$ cat config.mk
export PLATFORM = sky130hd
export DESIGN_NAME = ssp_irq_ctrl
export DESIGN_NICKNAME = d
export VERILOG_FILES = /design/src/rtl/ssp_irq_pkg.sv /design/src/rtl/ssp_level_irq.sv /design/src/rtl/ssp_idle_timer.sv /design/src/rtl/ssp_overrun_flag.sv /design/src/rtl/ssp_irq_ctrl.sv
export SDC_FILE = /design/constraint.sdc
export NUM_CORES = 1
export LEC_CHECK = 0
export BUFFER_PORTS_ARGS = -buffer_cell sky130_fd_sc_hd__buf_4
export CAP_MARGIN = 40
export CELL_PAD_IN_SITES_DETAIL_PLACEMENT = 1
export CELL_PAD_IN_SITES_GLOBAL_PLACEMENT = 2
export CORE_ASPECT_RATIO = 1.25
export CORE_MARGIN = 5
export CORE_UTILIZATION = 27
export CTS_CLUSTER_SIZE = 24
export DETAILED_ROUTE_END_ITERATION = 6
export PLACE_DENSITY_LB_ADDON = 0.12
export RECOVER_POWER = 100
export REMOVE_ABC_BUFFERS = 1
export SYNTH_ARGS = -nofsm -noshare
export SYNTH_HDL_FRONTEND = slang
export SYNTH_SLANG_ARGS = --single-unit
export TNS_END_PERCENT = 50
$ cat constraint.sdc
create_clock -name clk -period 2.5 [get_ports clk]
set_input_delay 0.25 -clock clk [delete_from_list [all_inputs] [get_ports clk]]
set_output_delay 0.25 -clock clk [all_outputs]
set_load 0.02 [all_outputs]
$ cat src/rtl/ssp_irq_pkg.sv
package ssp_irq_pkg;
    localparam int IRQ_N = 4;
    localparam int B_OVR = 0;
    localparam int B_TMO = 1;
    localparam int B_RX  = 2;
    localparam int B_TX  = 3;

    typedef enum logic [1:0] {
        TMO_HOLD  = 2'd0,
        TMO_COUNT = 2'd1,
        TMO_FIRED = 2'd2
    } tmo_state_t;
endpackage

$ cat src/rtl/ssp_level_irq.sv
module ssp_level_irq #(
    parameter int DEPTH = 8,
    parameter int CW    = 4
) (
    input  logic [CW-1:0] tx_count,
    input  logic [CW-1:0] rx_count,
    input  logic          port_en,
    output logic          tx_req,
    output logic          rx_req
);
    localparam int HALF = DEPTH / 2;

    always_comb begin
        tx_req = !port_en || (tx_count <= CW'(HALF));
        rx_req = (rx_count >= CW'(HALF));
    end
endmodule

$ cat src/rtl/ssp_idle_timer.sv
module ssp_idle_timer
    import ssp_irq_pkg::*;
#(
    parameter int DEPTH     = 8,
    parameter int CW        = 4,
    parameter int IDLE_BITS = 32
) (
    input  logic          clk,
    input  logic          rst_n,
    input  logic [CW-1:0] rx_count,
    input  logic          xfer_active,
    input  logic          bit_tick,
    output logic          tmo_req
);
    localparam int CNT_W = $clog2(IDLE_BITS + 1);

    tmo_state_t       state_q, state_d;
    logic [CNT_W-1:0] cnt_q;
    logic             rx_empty, rx_full, last_tick;

    always_comb begin
        rx_empty  = (rx_count == '0);
        rx_full   = (rx_count == CW'(DEPTH));
        last_tick = bit_tick && (cnt_q == CNT_W'(IDLE_BITS - 1));
    end

    always_comb begin
        state_d = state_q;
        unique case (state_q)
            TMO_HOLD:  if (!rx_empty && !xfer_active) state_d = TMO_COUNT;
            TMO_COUNT: begin
                if (rx_empty || xfer_active) state_d = TMO_HOLD;
                else if (last_tick)          state_d = TMO_FIRED;
            end
            TMO_FIRED: begin
                if (rx_empty)                     state_d = TMO_HOLD;
                else if (xfer_active && !rx_full) state_d = TMO_HOLD;
            end
            default: state_d = TMO_HOLD;
        endcase
    end

    always_ff @(posedge clk or negedge rst_n) begin
        if (!rst_n) state_q <= TMO_HOLD;
        else        state_q <= state_d;
    end

    always_ff @(posedge clk or negedge rst_n) begin
        if (!rst_n)                                     cnt_q <= '0;
        else if (state_q != TMO_COUNT || state_d != TMO_COUNT) begin
            if (state_d != TMO_FIRED)                   cnt_q <= '0;
        end
        else if (bit_tick)                              cnt_q <= cnt_q + 1'b1;
    end

    always_comb begin
        tmo_req = (state_q == TMO_FIRED);
    end


    empty_clears_tmo_chk: assert property (@(posedge clk) disable iff (!rst_n)
        (rx_count == '0) |=> !tmo_req);

    resume_clears_tmo_chk: assert property (@(posedge clk) disable iff (!rst_n)
        (xfer_active && rx_count != '0 && rx_count != CW'(DEPTH)) |=> !tmo_req);

    tmo_on_tick_chk: assert property (@(posedge clk) disable iff (!rst_n)
        $rose(tmo_req) |-> $past(bit_tick));

    full_xfer_keeps_tmo_chk: assert property (@(posedge clk) disable iff (!rst_n)
        (tmo_req && rx_count == CW'(DEPTH)) |=> tmo_req);
endmodule

$ cat src/rtl/ssp_overrun_flag.sv
module ssp_overrun_flag #(
    parameter int DEPTH = 8,
    parameter int CW    = 4
) (
    input  logic          clk,
    input  logic          rst_n,
    input  logic [CW-1:0] rx_count,
    input  logic          rx_wr,
    input  logic          ovr_clr,
    output logic          ovr_req
);
    logic hit;

    always_comb hit = rx_wr && (rx_count == CW'(DEPTH));

    always_ff @(posedge clk or negedge rst_n) begin
        if (!rst_n)       ovr_req <= 1'b0;
        else if (hit)     ovr_req <= 1'b1;
        else if (ovr_clr) ovr_req <= 1'b0;
    end


    overrun_set_chk: assert property (@(posedge clk) disable iff (!rst_n)
        hit |=> ovr_req);

    overrun_sticky_chk: assert property (@(posedge clk) disable iff (!rst_n)
        (ovr_req && !ovr_clr) |=> ovr_req);
endmodule

$ cat src/rtl/ssp_irq_ctrl.sv
module ssp_irq_ctrl
    import ssp_irq_pkg::*;
#(
    parameter int DEPTH     = 8,
    parameter int CW        = 4,
    parameter int IDLE_BITS = 32
) (
    input  logic             clk,
    input  logic             rst_n,
    input  logic [CW-1:0]    tx_count,
    input  logic [CW-1:0]    rx_count,
    input  logic             port_en,
    input  logic             xfer_active,
    input  logic             rx_wr,
    input  logic             bit_tick,
    input  logic [IRQ_N-1:0] irq_mask,
    input  logic             ovr_clr,
    output logic [IRQ_N-1:0] raw_stat,
    output logic [IRQ_N-1:0] masked_stat,
    output logic             irq
);
    logic tx_req, rx_req, tmo_req, ovr_req;

    ssp_level_irq #(.DEPTH(DEPTH), .CW(CW)) u_level (
        .tx_count (tx_count),
        .rx_count (rx_count),
        .port_en  (port_en),
        .tx_req   (tx_req),
        .rx_req   (rx_req)
    );

    ssp_idle_timer #(.DEPTH(DEPTH), .CW(CW), .IDLE_BITS(IDLE_BITS)) u_timer (
        .clk         (clk),
        .rst_n       (rst_n),
        .rx_count    (rx_count),
        .xfer_active (xfer_active),
        .bit_tick    (bit_tick),
        .tmo_req     (tmo_req)
    );

    ssp_overrun_flag #(.DEPTH(DEPTH), .CW(CW)) u_ovr (
        .clk      (clk),
        .rst_n    (rst_n),
        .rx_count (rx_count),
        .rx_wr    (rx_wr),
        .ovr_clr  (ovr_clr),
        .ovr_req  (ovr_req)
    );

    always_comb begin
        raw_stat        = '0;
        raw_stat[B_TX]  = tx_req;
        raw_stat[B_RX]  = rx_req;
        raw_stat[B_TMO] = tmo_req;
        raw_stat[B_OVR] = ovr_req;
    end

    for (genvar g = 0; g < IRQ_N; g++) begin : g_mask
        assign masked_stat[g] = raw_stat[g] & irq_mask[g];
    end

    assign irq = |masked_stat;


    disabled_tx_chk: assert property (@(posedge clk) disable iff (!rst_n)
        !port_en |-> raw_stat[B_TX]);

    irq_needs_mask_chk: assert property (@(posedge clk) disable iff (!rst_n)
        irq |-> (irq_mask != '0));

    reset_quiet_chk: assert property (@(posedge clk)
        $rose(rst_n) |-> (raw_stat[B_TMO] == 1'b0 && raw_stat[B_OVR] == 1'b0));
endmodule

==> impl_results.md, run 1 <==
* Final HPWL from detailed placement at 1.43 mm
* DIE AREA at 0.00335 mm2
* Via count at 593
* Hold Path Class: in -> reg
* FF-to-FF path depth at 5
* Register Area at 225 um2
* Max-slew headroom at 39.6%
* First-pass GRT wire length at 2.78 mm
* FFs w/ async S/R, synth at 100%
* Diode count at 0
* Routed vias/inst at 4.78
* Worst R2R Setup Slack at 0.44 ns
* Peak VDD IR at 0.192 mV
* Yosys reg bits at 9
* Outcome: completed
* CTS H-tree lvls at 1
* Yosys Warn Count at 0
* Routability cong. at 0.773
* Sequential area share after synthesis at 36.5%
* Largest net degree at the start of global routing at 13
* Worst setup startpoint: u_timer.cnt_q[0]
* Post-CTS Resized at 0
* Number of synthesized flops with an enable pin at 0
* Critical Path RT at 2.70 ns
* Syn avg cell area at 9.35 um2
* Share of post-route cells with drive strength above 1 at 33.3%
* CP max FO at 12
* Net count, final at 114
* First-pass DRT Iterations at 2
* Post-route minimum period at 2.06 ns
* Arr. time, crit path at 2.26 ns
* Final period util at 82.4%
* Max Clk Rate at 0.485 GHz
* MaxCap Viol Count at 0
* Initial Utilization at 28.2%
* Overflow after GRT at 0
* Reg2reg start: u_timer.cnt_q[0]
* RSZ-0062 raised after global routing: no
* Multi-input logic area at 318 um2
* Clock Latency Late Sink at 0.27 ns
* WL final at 1.74 mm
* Core area at 0.00219 mm2
* Leakage at 0.357 nW
* List of most frequent post-synthesis cells: dfrtp_1, inv_1, and2_1, buf_4, nand2_1
* DP Worst Slack at 0.648 ns
* CP endpoint: u_timer.cnt_q[3]
* Critical path launch point type: flop
* DRT iter0 DRCs at 10
* FF-to-FF End: u_timer.cnt_q[3]
* # DRC at 0
* Sink Count at 9
* IO Count at 28
* Total GRT Usage at 11.0%
* Yosys top cell area share at 36.5%
* CTS buffer count at 3
* Fin. Hold Viols at 0
* DIE HEIGHT at 63.4 um
* Port Buffers at 27
* Final setup violation count at 0
* Worst Max-Slew Pin Slew at 0.904 ns
* Vias in the first global route at 598
* Layout Skew at 0.00258 ns
* Row count at 19
* CTS tree: yes
* Filler cells at 282
* CTS root buf: clkbuf_4
* Main synth FF type: dfrtp_1
* Clk pin slew, worst setup/hold paths at 0.07 ns
* TNS Setup at 0 ns
* PD cells at 410 mW/mm2
* Gate Count Post-Synth at 66
* Yosys top cell by area: dfrtp_1
* Layout area overhead at 33.1%
* Netlist cell types at 32
* Synth top area cells: dfrtp_1, buf_4, and2_1
* Most common cell in the netlist: dfrtp_1
* Initial antenna violation count at 0
* Clock Tree Buf Depth at 2
* DR WL/cell at 14.0 um
* Slew Viols, Final at 0
* Die X at 52.8 um
* Crit Path Class: reg -> reg
* CP Capture Type: flop
* Final worst slack at 0.439 ns
* Routed Antenna Nets at 0
* Synthesized area at 617 um2
## cell families after synthesis
family | Yosys count | synth area share, %
simple gates | 26 | 28.0
buf+inv | 11 | 10.3
fa+ha+maj | 1 | 2.03
compound gates | 19 | 23.1
flops | 9 | 36.5
## worst min-delay path by stage
stage,startpoint,endpoint,slack (ns),cells after the start
after floorplan,rst_n,u_ovr.ovr_req,-0.05,0
after global placement,rst_n,u_timer.state_q[1],0.09,1
after detailed placement,rst_n,u_timer.state_q[0],0.09,1
after CTS,ovr_clr,u_ovr.ovr_req,0.16,2
after global routing,ovr_clr,u_ovr.ovr_req,0.16,2
final,ovr_clr,u_ovr.ovr_req,0.16,2
## where the power goes
| part | switching, mW | internal [mW] | leakage, nW |
|---|---|---|---|
| sequential | 0.00272 | 0.148 | 0.123 |
| combinational | 0.0316 | 0.0324 | 0.219 |
| clock | 0.0598 | 0.0619 | 0.0150 |
| total | 0.0941 | 0.243 | 0.357 |
## metal layers
| metal | GRT usage [%] | wire length, um | vias to the layer above |
|---|---|---|---|
| met5 | 0 | 0 | - |
| met4 | 5.75 | 38 | 0 |
| met1 | 14.0 | 785 | 272 |
| li1 | - | - | 296 |
| met3 | 2.12 | 126 | 5 |
| met2 | 17.2 | 786 | 20 |
## state kept, by name, indices dropped and copies added (netlist names)
register / flops
u_timer.state_q: 2
u_timer.cnt_q: 6
u_ovr.ovr_req: 1
## cells in the final DEF (no fill, tap or decap)
cell type      instances
buf_4                 21
dfrtp_1                9
clkbuf_1               7
inv_1                  6
nand2_1                4
a21oi_1                3
and2_0                 3
o21ai_0                3
clkbuf_4               3
nand3_1                2
nor3_1                 2
or4_1                  2
o2111ai_1              2
o31ai_1                2
or3b_2                 2
or3_1                  2
a21oi_2                2
o22ai_1                2
nand2b_1               1
or2b_1                 1
or2_0                  1
a2111oi_0              1
nor3b_2                1
or4b_1                 1
nor2_1                 1
o21a_1                 1
o21ai_1                1
and2_1                 1
or4_4                  1
o211ai_2               1
a41o_1                 1
nand4_1                1
ha_1                   1
dlygate4sd3_1          1
## area by class of cell
cell class,count,area share (%)
flip-flops and latches,9,27.4
repair buffers,28,23.2
well taps,31,4.73
clock buffers,4,3.20
inverters,6,2.74
multi-input cells,46,38.7
## worst max-delay path, cell delays in order, from the launching register on
cell and delay (ns):
dfrtp_1 0.41, ha_1 0.18, or2b_1 0.25, o2111ai_1 0.74, o21ai_0 0.25, a21oi_2 0.17
## through the flow
stage / total power [mW] / std cells / cell area, um2 / utilization, % / hold slack, ns
after floorplan: 0.181 / 61 / 576 / - / -0.0456
after global placement: 0.222 / 119 / 817 / 37.4 / 0.0854
after detailed placement: 0.223 / 119 / 817 / 37.4 / 0.0851
after CTS: 0.344 / 124 / 853 / 39.0 / 0.160
after global routing: 0.351 / 124 / 821 / 37.5 / 0.164
final: 0.337 / 124 / 821 / 37.5 / 0.156
## what timing repair did
| item | CTS | global route |
|---|---|---|
| endpoints found under the hold margin | 9 | 0 |
| setup buffers | 0 | 0 |
| hold buffers | 1 | 0 |
Power figures use the tool's default switching activity.
==> inputs of run 2 (changes only) <==
--- a/config.mk
+++ b/config.mk
@@ -5,13 +5,14 @@
 export SDC_FILE = /design/constraint.sdc
 export NUM_CORES = 1
 export LEC_CHECK = 0
+export ABC_AREA = 1
 export BUFFER_PORTS_ARGS = -buffer_cell sky130_fd_sc_hd__buf_4
 export CAP_MARGIN = 40
 export CELL_PAD_IN_SITES_DETAIL_PLACEMENT = 1
 export CELL_PAD_IN_SITES_GLOBAL_PLACEMENT = 2
 export CORE_ASPECT_RATIO = 1.25
 export CORE_MARGIN = 5
-export CORE_UTILIZATION = 27
+export CORE_UTILIZATION = 24
 export CTS_CLUSTER_SIZE = 24
 export DETAILED_ROUTE_END_ITERATION = 6
 export PLACE_DENSITY_LB_ADDON = 0.12
==> constraint.sdc (replaced) <==
create_clock -name clk -period 1.9 [get_ports clk]
set_input_delay 0.19 -clock clk [delete_from_list [all_inputs] [get_ports clk]]
set_output_delay 0.19 -clock clk [all_outputs]
set_load 0.02 [all_outputs]
==> impl_results.md, run 2 <==
* MaxCap Viol Count at 0
* Critical path launch point type: flop
* Peak VDD IR at 0.292 mV
* Share of post-route cells with drive strength above 1 at 31.7%
* Port Buffers at 27
* FFs w/ async S/R, synth at 100%
* Yosys top cell by area: dfrtp_1
* Max FFs per register at 6
* Die X at 58.1 um
* TNS Setup at 0 ns
* Initial Utilization at 25.4%
* Crit Path Class: reg -> reg
* Main synth FF type: dfrtp_1
* Post-DP Area at 910 um2
* Combinational share of power at 21.0%
* Routed Antenna Nets at 0
* Yosys Warn Count at 0
* Number of synthesized flops with an enable pin at 0
* Most frequent cells in the layout: nand2_1, buf_4, inv_1
* First-pass DRT Iterations at 3
* Outcome: completed
* CTS tree: yes
* Via count at 690
* DRT iter0 DRCs at 5
* Row count at 21
* Final setup violation count at 0
* Synth top area cells: dfrtp_1, nand2_1, inv_1
* CTS root buf: clkbuf_4
* DIE HEIGHT at 70.1 um
* Final period util at 85.2%
* IO Count at 28
* Syn avg cell area at 7.31 um2
* Total GRT Usage at 9.54%
* Sequential area share after synthesis at 32.4%
* Layout Skew at 0.000363 ns
* Max stage delay on crit path at 0.39 ns
* Synthesized area at 694 um2
* Largest net degree at the start of global routing at 10
* Layout area overhead at 30.3%
* RSZ-0062 raised after global routing: no
* Arr. time, crit path at 1.78 ns
* DR WL/cell at 11.9 um
* List of most frequent post-synthesis cells: nand2_1, inv_1, dfrtp_1, nand3_1, nor2_2
* NetSw at 126 uW
* CP max stage cell: dfrtp_1
* Final worst slack at 0.282 ns
* Top flop regs: u_timer.cnt_q: 6 flops, u_timer.state_q: 2 flops, u_ovr.ovr_req: 1 flops
* Sequential power share at 44.6%
* Final HPWL from detailed placement at 1.57 mm
* Yosys top cell area share at 32.4%
* Switching Share at 28.4%
* Post-route minimum period at 1.62 ns
* Overflow after GRT at 0
* Netlist cell types at 24
* Worst Max-Slew Pin Slew at 0.548 ns
* DP Worst Slack at 0.392 ns
* Slew Viols, Final at 0
* Vias in the first global route at 686
* Net count, final at 144
* Max-slew headroom at 63.5%
* Diode count at 0
* P_int at 318 uW
* CTS buffer count at 3
* PD cells at 491 mW/mm2
* Cell area after layout at 905 um2
* CTS H-tree lvls at 1
* Setup bufs post-CTS at 0
* Core area at 0.00273 mm2
* Sink Count at 9
* First-pass GRT wire length at 2.99 mm
* Routed vias/inst at 4.39
* Design Power at 444 uW
* Max Clk Rate at 0.618 GHz
* Routability cong. at 0.693
* Clock power frac at 34.5%
* Clock Tree Buf Depth at 2
* DIE AREA at 0.00408 mm2
* Clk pin slew, worst setup/hold paths at 0.06 ns
* Most common cell after layout, fill and taps aside: nand2_1
* Gate Count Post-Synth at 95
* CP Cell Sequence: ha_1, nand2_2, nor2_1, nand3_2, nor2_1, nor2_2, nand2_4, nand2_2, nand2_1, nand2_1
* Yosys reg bits at 9
* CP max FO at 7
* # DRC at 0
* WL final at 1.87 mm
* Clock Latency Late Sink at 0.26 ns
* Most common cell in the netlist: nand2_1
* Hold Path Class: in -> reg
* Worst Path Buf+Inv at 0
* Fin. Hold Viols at 0
* CP delay by family, top: simple AND/OR/NAND/NOR gates
* CP Capture Type: flop
* Critical Path RT at 2.06 ns
* Initial antenna violation count at 0
* Post-CTS Resized at 0
* Leakage at 0.484 nW
* Largest Register: u_timer.cnt_q
run 2: path summary, 6_finish.rpt:
kind | start | to | slack [ns] | cells past startpoint
max reg2reg | u_timer.cnt_q[0] | u_timer.cnt_q[2] | 0.28 | 10
max | u_timer.cnt_q[0] | u_timer.cnt_q[2] | 0.28 | 10
min | ovr_clr | u_ovr.ovr_req | 0.11 | 2
min reg2reg | u_timer.cnt_q[4] | u_timer.cnt_q[4] | 0.54 | 2
max in group asynchronous | rst_n | u_ovr.ovr_req | 1.12 | 2
min in group asynchronous | rst_n | u_timer.cnt_q[2] | 0.42 | 2
run 2: final cells by class:
cell class	count	area [um2]
clock buffer	4	26.3
timing repair buffer	28	186
multi-input combinational	63	353
inverter	19	71.3
tap	34	42.5
fill	357	1830
sequential	9	225
run 2: logic make-up after synthesis:
| group | synth area share, % |
|---|---|
| xor gates and xnor gates | 5.05 |
| AOI/OAI and AO/OA | 4.50 |
| adders and majority gates | 1.80 |
| DFF | 32.4 |
| buffers and inverters | 14.6 |
| and+or+nand+nor | 41.6 |
run 2: worst register-to-register path: cells and delay by family (launching register included):
family,cells,cell delay [ns]
AND/OR/NAND/NOR,9,0.91
flip-flops,1,0.39
adder cells (fa/ha/maj),1,0.22
run 2: power by group through the flow:
| stage | registers (mW) | clock network [mW] | logic [mW] |
|---|---|---|---|
| 3_5_place_dp | 0.202 | 0 | 0.0998 |
| 4_1_cts | 0.198 | 0.161 | 0.102 |
| 5_1_grt | 0.199 | 0.168 | 0.104 |
| 6_report | 0.198 | 0.153 | 0.0931 |
| 3_3_place_gp | 0.202 | 0 | 0.0981 |
| 2_1_floorplan | 0.202 | 0 | 0.0427 |
run 2: per-stage QoR:
| step | hold slack, ns | utilization, % | cells |
|---|---|---|---|
| final | 0.113 | 33.1 | 157 |
| after global placement | 0.0259 | 33.3 | 152 |
| after detailed placement | 0.0272 | 33.3 | 152 |
| after floorplan | -0.106 | - | 91 |
| after global routing | 0.118 | 33.1 | 157 |
| after CTS | 0.107 | 34.6 | 157 |
run 2: timing repair:
item                                   CTS  global route
endpoints found under the hold margin    9             0
hold buffers                             1             0
setup endpoints to repair                0             0
run 2: layer usage:
layer | part of all wire, % | wire length [um] | GRT usage [%]
met5 | 0 | 0 | 0
met4 | 2.7 | 51 | 6.19
met3 | 9.5 | 177 | 2.58
met2 | 46 | 856 | 15.3
met1 | 42 | 786 | 10.8
==> inputs of run 3 (changes only) <==
--- a/config.mk
+++ b/config.mk
@@ -5,15 +5,13 @@
 export SDC_FILE = /design/constraint.sdc
 export NUM_CORES = 1
 export LEC_CHECK = 0
-export ABC_AREA = 1
 export BUFFER_PORTS_ARGS = -buffer_cell sky130_fd_sc_hd__buf_4
 export CAP_MARGIN = 40
 export CELL_PAD_IN_SITES_DETAIL_PLACEMENT = 1
 export CELL_PAD_IN_SITES_GLOBAL_PLACEMENT = 2
 export CORE_ASPECT_RATIO = 1.25
 export CORE_MARGIN = 5
-export CORE_UTILIZATION = 24
-export CTS_CLUSTER_SIZE = 24
+export CORE_UTILIZATION = 25
 export DETAILED_ROUTE_END_ITERATION = 6
 export PLACE_DENSITY_LB_ADDON = 0.12
 export RECOVER_POWER = 100
==> constraint.sdc (replaced) <==
create_clock -name clk -period 1.9 [get_ports clk]
set_input_delay 0.19 -clock clk [delete_from_list [all_inputs] [get_ports clk]]
set_output_delay 0.19 -clock clk [all_outputs]
set_load 0.05 [all_outputs]
==> impl_results.md, run 3 (synthesized netlist as in run 1, its figures left out) <==
* DP Worst Slack at 0.156 ns
* Critical path launch point type: flop
* Final setup violation count at 0
* Clock Tree Buf Depth at 2
* CTS root buf: clkbuf_4
* Row count at 20
* Largest net degree at the start of global routing at 10
* Post-route minimum period at 1.82 ns
* CTS buffer count at 3
* Design Power at 454 uW
* Routed vias/inst at 4.75
* Max FFs per register at 6
* Via count at 617
* Cell area after layout at 852 um2
* DR WL/cell at 13.8 um
* Die X at 54.4 um
* Largest Register: u_timer.cnt_q
* Arr. time, crit path at 1.63 ns
* Overflow after GRT at 0
* CP Capture Type: output port
* Layout Skew at 0.00236 ns
* DRT iter0 DRCs at 7
* Final worst slack at 0.0770 ns
* Outcome: completed
* Post-DP Area at 835 um2
* First-pass DRT Iterations at 2
* First-pass GRT wire length at 2.88 mm
* CTS tree: yes
* Peak VDD IR at 0.316 mV
* DIE HEIGHT at 65.5 um
* Layout area overhead at 38.1%
* Initial antenna violation count at 0
* Final period util at 95.9%
* Sink Count at 9
* MaxCap Viol Count at 0
* Max-slew headroom at 58.6%
* Most frequent cells in the layout: buf_4, dfrtp_1, clkbuf_1
* Top flop regs: u_timer.cnt_q: 6 flops, u_timer.state_q: 2 flops, u_ovr.ovr_req: 1 flops
* IO Count at 28
* Share of post-route cells with drive strength above 1 at 35.1%
* Worst Max-Slew Pin Slew at 0.624 ns
* Diode count at 0
* DIE AREA at 0.00357 mm2
* CP max FO at 5
* Max Clk Rate at 0.549 GHz
* RSZ-0062 raised after global routing: yes
* Initial Utilization at 25.7%
* Crit Path Class: reg -> out
* Port Buffers at 27
* Fin. Hold Viols at 0
* Most common cell after layout, fill and taps aside: buf_4
* WL final at 1.80 mm
* Critical Path RT at 1.71 ns
* CTS H-tree lvls at 1
* Total GRT Usage at 11.0%
* Vias in the first global route at 663
* TNS Setup at 0 ns
* Slew Viols, Final at 0
* Routed Antenna Nets at 0
* Leakage at 0.377 nW
* Routability cong. at 0.675
* Final HPWL from detailed placement at 1.51 mm
* Clk pin slew, worst setup/hold paths at 0.06 ns
* Hold Path Class: in -> reg
* Hold Slack at 0.120 ns
* Net count, final at 118
* # DRC at 0
* PD cells at 533 mW/mm2
* Core area at 0.00240 mm2
* Clock Latency Late Sink at 0.26 ns
[run 3: cell types whose count changed in the layout (fill, tap and decap cells not counted), moves of 6 or more]
cell	delta
nor2_1	-8
nand3_1	-6
nand2_1	-17
inv_1	-10
[run 3: per-stage QoR]
stage                     cells  utilization (%)
final                       130             35.5
after global placement      123             34.7
after CTS                   128             36.3
after floorplan              61                -
after global routing        130             35.5
after detailed placement    123             34.7
[run 3: what timing repair did]
action,in CTS,in global routing
setup buffers,0,2
endpoints found under the hold margin,9,0
gates resized for setup,0,1
endpoints found under the setup margin,0,1
hold buffers,1,0
[run 3: power by group]
part	switching, mW	leakage, nW	internal [mW]
combinational	0.0624	0.239	0.0433
sequential	0.00353	0.123	0.195
clock	0.0689	0.0150	0.0810
total	0.135	0.377	0.320
[run 3: critical path, cell delays in order, from the launching register on]
cell	delay, ns
dfrtp_1	0.38
nand2b_1	0.17
inv_1	0.06
and2_1	0.17
or4_1	0.39
buf_4	0.20
[run 3: worst paths after layout]
path	startpoint	to	slack [ns]	depth (start not counted)
hold / removal	ovr_clr	u_ovr.ovr_req	0.12	2
min in group asynchronous	rst_n	u_timer.state_q[1]	0.43	2
setup / recovery	u_timer.state_q[0]	irq	0.08	5
setup reg to reg	u_timer.state_q[1]	u_timer.cnt_q[4]	0.14	5
hold reg to reg	u_timer.state_q[1]	u_timer.state_q[0]	0.52	1
max in group asynchronous	rst_n	u_timer.cnt_q[1]	1.13	2
[run 3: layout make-up]
class                   instances  area, um2
fillers                       308       1550
multi-input cells              46        320
flip-flops and latches          9        225
repair buffers                 32        216
well taps                      33       41.3
clock buffers                   4       26.3
inverters                       6       22.5
[run 3: layer usage]
| metal | global-route usage [%] | up-vias | share of wire [%] |
|---|---|---|---|
| li1 | - | 304 | - |
| met1 | 12.0 | 292 | 40 |
| met2 | 19.2 | 19 | 50 |
| met3 | 3.17 | 2 | 8.6 |
| met4 | 4.67 | 0 | 1.1 |
| met5 | 0 | - | 0 |
